File: src/rtl/wdt_escalate.sv
module wdt_escalate #(
  parameter int CW = 32,
  parameter logic [CW-1:0] RST_TIMEOUT = 32'd1_000_000,
  parameter logic [CW-1:0] KEY_A = 32'h5A5A_1234,
  parameter logic [CW-1:0] KEY_B = 32'hA5A5_4321
) (
  input  logic          clk_sys,
  input  logic          clk_xtal,
  input  logic          rst_n,
  input  logic          wr_en,
  input  logic [1:0]    wr_addr,
  input  logic [CW-1:0] wr_data,
  output logic          nmi_o,
  output logic          sys_rst_o
);

  localparam logic [1:0] A_TMO = 2'd0;
  localparam logic [1:0] A_CTL = 2'd1;
  localparam logic [1:0] A_SVC = 2'd2;

  logic [CW-1:0] timeout_q, cnt_q;
  logic          sel_q, mode_q, lock_q, armed_q;
  logic [2:0]    xs_q;

  wire is_svc = wr_en && (wr_addr == A_SVC);
  wire svc_ok = is_svc && (wr_data == KEY_B) && armed_q && !sys_rst_o;
  wire cfg_we = wr_en && !lock_q;
  wire tick   = sel_q ? (xs_q[1] & ~xs_q[2]) : 1'b1;
  wire expire = tick && (cnt_q == '0) && !sys_rst_o;

  always_ff @(posedge clk_sys or negedge rst_n)
    if (!rst_n) xs_q <= '0;
    else        xs_q <= {xs_q[1:0], clk_xtal};

  always_ff @(posedge clk_sys or negedge rst_n)
    if (!rst_n) begin
      timeout_q <= RST_TIMEOUT;
      sel_q     <= 1'b0;
      mode_q    <= 1'b0;
      lock_q    <= 1'b0;
    end else if (cfg_we) begin
      if (wr_addr == A_TMO) timeout_q <= wr_data;
      if (wr_addr == A_CTL) begin
        sel_q  <= wr_data[0];
        mode_q <= wr_data[1];
        lock_q <= wr_data[2];
      end
    end

  always_ff @(posedge clk_sys or negedge rst_n)
    if (!rst_n)     armed_q <= 1'b0;
    else if (wr_en) armed_q <= is_svc && (wr_data == KEY_A);

  always_ff @(posedge clk_sys or negedge rst_n)
    if (!rst_n) begin
      cnt_q     <= RST_TIMEOUT;
      nmi_o     <= 1'b0;
      sys_rst_o <= 1'b0;
    end else if (svc_ok) begin
      cnt_q <= timeout_q;
      nmi_o <= 1'b0;
    end else if (expire) begin
      if (mode_q && !nmi_o) begin
        nmi_o <= 1'b1;
        cnt_q <= timeout_q;
      end else begin
        sys_rst_o <= 1'b1;
      end
    end else if (tick && !sys_rst_o) begin
      cnt_q <= cnt_q - 1'b1;
    end

endmodule


File: config.mk
export PLATFORM = sky130hd
export DESIGN_NAME = wdt_escalate
export DESIGN_NICKNAME = d
export VERILOG_FILES = /design/src/rtl/wdt_escalate.sv
export SDC_FILE = /design/constraint.sdc
export NUM_CORES = 1
export LEC_CHECK = 0
export ABC_AREA = 1
export CAP_MARGIN = 0
export CORE_MARGIN = 2
export CORE_UTILIZATION = 40
export CTS_CLUSTER_DIAMETER = 120
export DETAILED_ROUTE_END_ITERATION = 10
export GPL_TIMING_DRIVEN = 0
export REMOVE_ABC_BUFFERS = 1
export SLEW_MARGIN = 15
export SYNTH_ARGS = -nofsm -noshare
export SYNTH_HDL_FRONTEND = slang
export SYNTH_SLANG_ARGS = --single-unit
File: constraint.sdc
create_clock -name clk_sys -period 1.9 [get_ports clk_sys]
set_input_delay 0.285 -clock clk_sys [delete_from_list [all_inputs] [get_ports clk_sys]]
set_output_delay 0.285 -clock clk_sys [all_outputs]
set_load 0.05 [all_outputs]
# After elaboration in Yosys (flattened, before gate mapping)
# Cells that the tools add are included.
[word_totals] register_bits=73 input_bits=38
[op_classes] addsub=1 eq_ne=5 n_mux=8 bitwise_logic=4 n_reduce_logical=23
[op_table] op="32-bit 2-to-1 mux" n=4
[op_table] op="32-bit by 31-bit equality test with 1-bit output (second input constant)" n=1
[op_table] op="32-bit equality test (second input constant)" n=1
[op_table] op="32-bit zero test" n=1
[op_table] op="32-bit by 1-bit subtractor with 32-bit output (second input constant)" n=1
[op_table] op="1-bit logical AND" n=10
[op_table] op="2-bit AND reduction" n=4
[op_table] op="1-bit 2-to-1 mux" n=4
[op_table] op="2-bit nonzero test" n=2
[op_table] op="1-bit zero test" n=3
[op_table] op="3-bit by 2-bit != test with 1-bit output (second input constant)" n=1
[op_table] op="1-bit inverter" n=3
[op_table] op="3-bit AND reduction" n=1
[op_table] op="3-bit nonzero test" n=1
[op_table] op="2-bit by 1-bit equality test with 1-bit output (second input constant)" n=1
[op_table] op="2-bit equality test (second input constant)" n=1
[op_table] op="2-bit zero test" n=1
[op_table] op="1-bit bitwise AND" n=1

# Logic depth before layout (Yosys ltp)
[depth] word_depth=7 depth_mapped=14 ltp_nobuf=13

# Least setup slack after synthesis
# Ideal clock, no wire load.
[synth_path] path_type="register to register" startpoint="register cnt_q[0]" endpoint="register cnt_q[0]" setup_time_ns=0.116 arrival_time_ns=1.570 required_time_ns=1.784 setup_slack_ns=0.213 stages_incl_launch_ff=13 n_path_buf=1 synth_period_minus_slack_ns=1.687 path_cell_list="dfrtp_1 -> inv_1 -> ha_1 -> nand2_2 -> nor2_4 -> nand3_2 -> nor2_4 -> nand3_2 -> nand2_4 -> inv_2 -> buf_6 -> nand2_1 -> nand2_1"
[synth_between] elab_chain_cells=5
[synth_rtl] element="from (decl)" line_no="21" rtl="logic [CW-1:0] timeout_q, cnt_q;"
[synth_rtl] element="from (signal assigned)" line_no="60" rtl="cnt_q <= timeout_q;"
[synth_rtl] element="from (signal assigned)" line_no="65" rtl="cnt_q <= timeout_q;"
[synth_rtl] element="from (signal assigned)" line_no="70" rtl="cnt_q <= cnt_q - 1'b1;"
[synth_rtl] element="branches (longest 5 deep; another with 32-bit by 1-bit subtractor with 32-bit output)"
# Several ways; the timed one is not identified. The select of a mux whose other input is x is not followed.
# A chain may end at the register's enable or synchronous reset.

# Worst setup path after layout
[layout_path] startpoint="register cnt_q[23]" endpoint="register cnt_q[21]"
[layout_between] elab_chain_cells=5
[layout_rtl] element="32-bit zero test (*)" line_no="29" rtl="wire expire = tick && (cnt_q == '0) && !sys_rst_o;"
[layout_rtl] element="1-bit logical AND (*) (2 in a row)" line_no="29"
[layout_rtl] element="3-bit by 2-bit != test with 1-bit output (no line) (tied with other cells)"
[layout_rtl] element="2-bit AND reduction (no line) / 32-bit 2-to-1 mux (equally long branches)"
# Mark *: on every way between the ends. The rest lies on a longest branch, timed or not.

==> results_dict.tcl <==
set metrics [dict create \
    drv_slew 0 \
    yosys-top-cells-area "dfrtp_1 (33%), nand2_1 (24%), dfstp_2 (8.1%)" \
    synth_area_mm2 0.00453 \
    root_buffer "clkbuf_16" \
    ys_types 30 \
    viasPerCell 4.91 \
    die_h_um 110 \
    hp-start "wr_data[29]" \
    syn_to_final_growth_pct 30.1 \
    tns_ns 0 \
    tightest_slew_ns 0.530 \
    p_per_area_mw_per_mm2 736 \
    synth_seq_area_share_pct 40.7 \
    wl_per_cell_um 14.7 \
    vias 4327 \
    cp.arrival_ns 2.04 \
    crit_path_frequent_cell "nand2_1" \
    fin_crit_sh_pct 95.5 \
    crit_required_ns 2.12 \
    final_common_cell "nand2_1" \
    maxCapViolations 0 \
    die_area_mm2 0.0122 \
    seq_area_mm2 0.00185 \
    place.gp.congestion 0.884 \
    pin_count 40 \
    synth_top_flop_cell "dfrtp_1" \
    reg2reg_slack_ns 0.09 \
    cts_tree "done" \
    synth-edff-count 0 \
    num_rows 38 \
    finalInstanceArea_mm2 0.00589 \
    cp-startpoint "cnt_q[23]" \
    cp_slowest_cell "dfrtp_1" \
    final_cells 882 \
    total_power_w 0.00434 \
    drt-total-wl_um 12900 \
    vdd_drop_max_v 0.000430 \
    grt_pass1_wl_um 20400 \
    whs_endpoint "timeout_q[29]" \
    antenna_found_initial 0 \
    fmax_mhz 551 \
    clk_latency_ns 0.34 \
    num_antenna_cells 0 \
    r2r_cells 12 \
    cp_max_fo 12 \
    hold_path_class "input port to flop" \
    die_w_um 110 \
    coreArea_mm2 0.0109 \
    ant_nets 0 \
    fillers 1092 \
    ctsLongestPathBuffers 2 \
    finalSetupViolations 0 \
    htreeDepth 3 \
    grt_max_degree 59 \
    drt_iter0_drc 286 \
    p_leak_nw 2.91 \
    dr.pass1.iters 5 \
    critPathCaptureType "flop" \
    grt_overflow 0 \
    cts.sinks 73 \
    grtUsageTotal_pct 22.4 \
    layout.nets 776 \
    async_reset_ff_share_pct 100 \
    drc_errors 0 \
    r2r-start "cnt_q[23]" \
    avgSynthCellArea_um2 6.74 \
    multi_input_area_mm2 0.00255 \
    synth_area_leader_cell "dfrtp_1" \
    slew_headroom_pct 64.4 \
    finalClockSkew_ns 0.00714 \
    crit_type "flop to flop" \
    outcome "complete, no violations" \
    period_minus_slack_ns 1.81 \
    yosysWarnings 0 \
    drive_above_1_share_pct 16.6 \
    dp_cells 837 \
    clk_pin_slew_ns 0.06 \
    hpwlAfterDp_um 8860 \
    r2r_end "cnt_q[21]" \
    layout_common_cells "nand2_1 (294), nor2_1 (68), inv_1 (63)" \
    cp_cell_sequence "nor2_2, nand2_1, nor2_4, nand2_1, nor2_4, nand2_8, nand2_8, inv_4, nand2_1, nand2_1, nand2_1, nand2_1" \
    grt_pass1_vias 4078 \
    synthCells 672 \
    port_buffers 39 \
    cts_buffers 9 \
    ys_ff_latch 73 \
    final-hold-violation-count 0 \
    start_kind "flop" \
    max_stage_delay_ns 0.44 \
    holdPathStages 2 \
    start_util_pct 41.4 \
    synth_top_area_share_pct 32.6 \
    dpl_cell_area_mm2 0.00503 \
]
==> sequential cells by signal (all words and copies together) (netlist names) <==
signal,cells
nmi_o,1
sel_q,1
xs_q,3
sys_rst_o,1
armed_q,1
timeout_q,32
mode_q,1
cnt_q,32
lock_q,1
==> worst max-delay path, delay by kind of cell (launching register included) <==
kind | cells | cell delay [ns]
buffers and inverters | 1 | 0.08
DFF | 1 | 0.44
and+or+nand+nor | 11 | 1.17
==> area by class of cell <==
| cell class | instances | share of cell area, % |
|---|---|---|
| Inverter | 72 | 4.84 |
| Sequential cell | 73 | 31.4 |
| Tap cell | 140 | 2.97 |
| Multi-Input combinational cell | 515 | 43.4 |
| Clock inverter | 5 | 1.32 |
| Clock buffer | 11 | 4.29 |
| Timing Repair Buffer | 66 | 11.7 |
==> where the power goes <==
| group | total (W) | switching [W] | internal (W) | leakage (nW) |
|---|---|---|---|---|
| logic | 0.000454 | 0.000234 | 0.000221 | 1.89 |
| clock network | 0.00189 | 0.000678 | 0.00122 | 0.162 |
| registers | 0.00199 | 0.000142 | 0.00184 | 0.859 |
| total | 0.00434 | 0.00105 | 0.00328 | 2.91 |
==> worst max-delay path by stage <==
| stage | end | cells after the start |
|---|---|---|
| floorplan | timeout_q[21] | 3 |
| global placement | timeout_q[30] | 1 |
| detailed placement | cnt_q[22] | 11 |
| CTS | cnt_q[15] | 11 |
| global route | cnt_q[21] | 12 |
| finish | cnt_q[21] | 12 |
==> repair_timing <==
item	in CTS	in global routing
hold buffers	1	0
setup endpoints to repair	32	39
pin swaps	7	12
endpoints found under the hold margin	13	0
setup buffers	9	15
cloned	2	2
gates resized for setup	19	42
==> metal layers <==
metal	track usage (%)	wire length, um	vias up
met5	0	0	-
met2	34.0	6040	111
met1	31.9	5930	1984
met4	8.75	328	0
met3	3.64	626	22
li1	-	-	2210
==> cells by family (layout without fill, tap and decap cells) <==
group / after synthesis / in the layout / share of synthesized area, %
buffers and inverters: 88 / 154 / 8.62
AND/OR/NAND/NOR: 436 / 440 / 39.9
flip-flops: 73 / 73 / 40.7
AO/OA/AOI/OAI: 53 / 53 / 5.97
multiplexers: 7 / 7 / 1.74
XOR/XNOR: 14 / 14 / 2.71
adder cells (fa/ha/maj): 1 / 1 / 0.276
==> cell usage after synthesis, drive strengths merged, types with 2 or more instances <==
| library cell | number |
|---|---|
| a21oi | 4 |
| buf | 10 |
| clkbuf | 6 |
| dfrtp | 59 |
| dfstp | 14 |
| inv | 71 |
| mux2 | 7 |
| nand2 | 300 |
| nand3 | 25 |
| nand3b | 4 |
| nand4 | 7 |
| nor2 | 93 |
| nor3 | 2 |
| nor4 | 4 |
| o21ai | 47 |
| xnor2 | 9 |
| xor2 | 5 |
==> metrics by stage <==
step | hold slack (ns) | utilization [%] | setup slack [ns]
after global placement | 0.342 | 45.5 | -2.11
after global routing | 0.335 | 53.9 | -0.0526
after CTS | 0.362 | 50.8 | 0.000597
after detailed placement | 0.178 | 46.0 | -0.860
final | 0.330 | 53.9 | 0.0853
after floorplan | -0.0106 | - | -0.202
No activity file was read; power rests on OpenSTA's default activity.
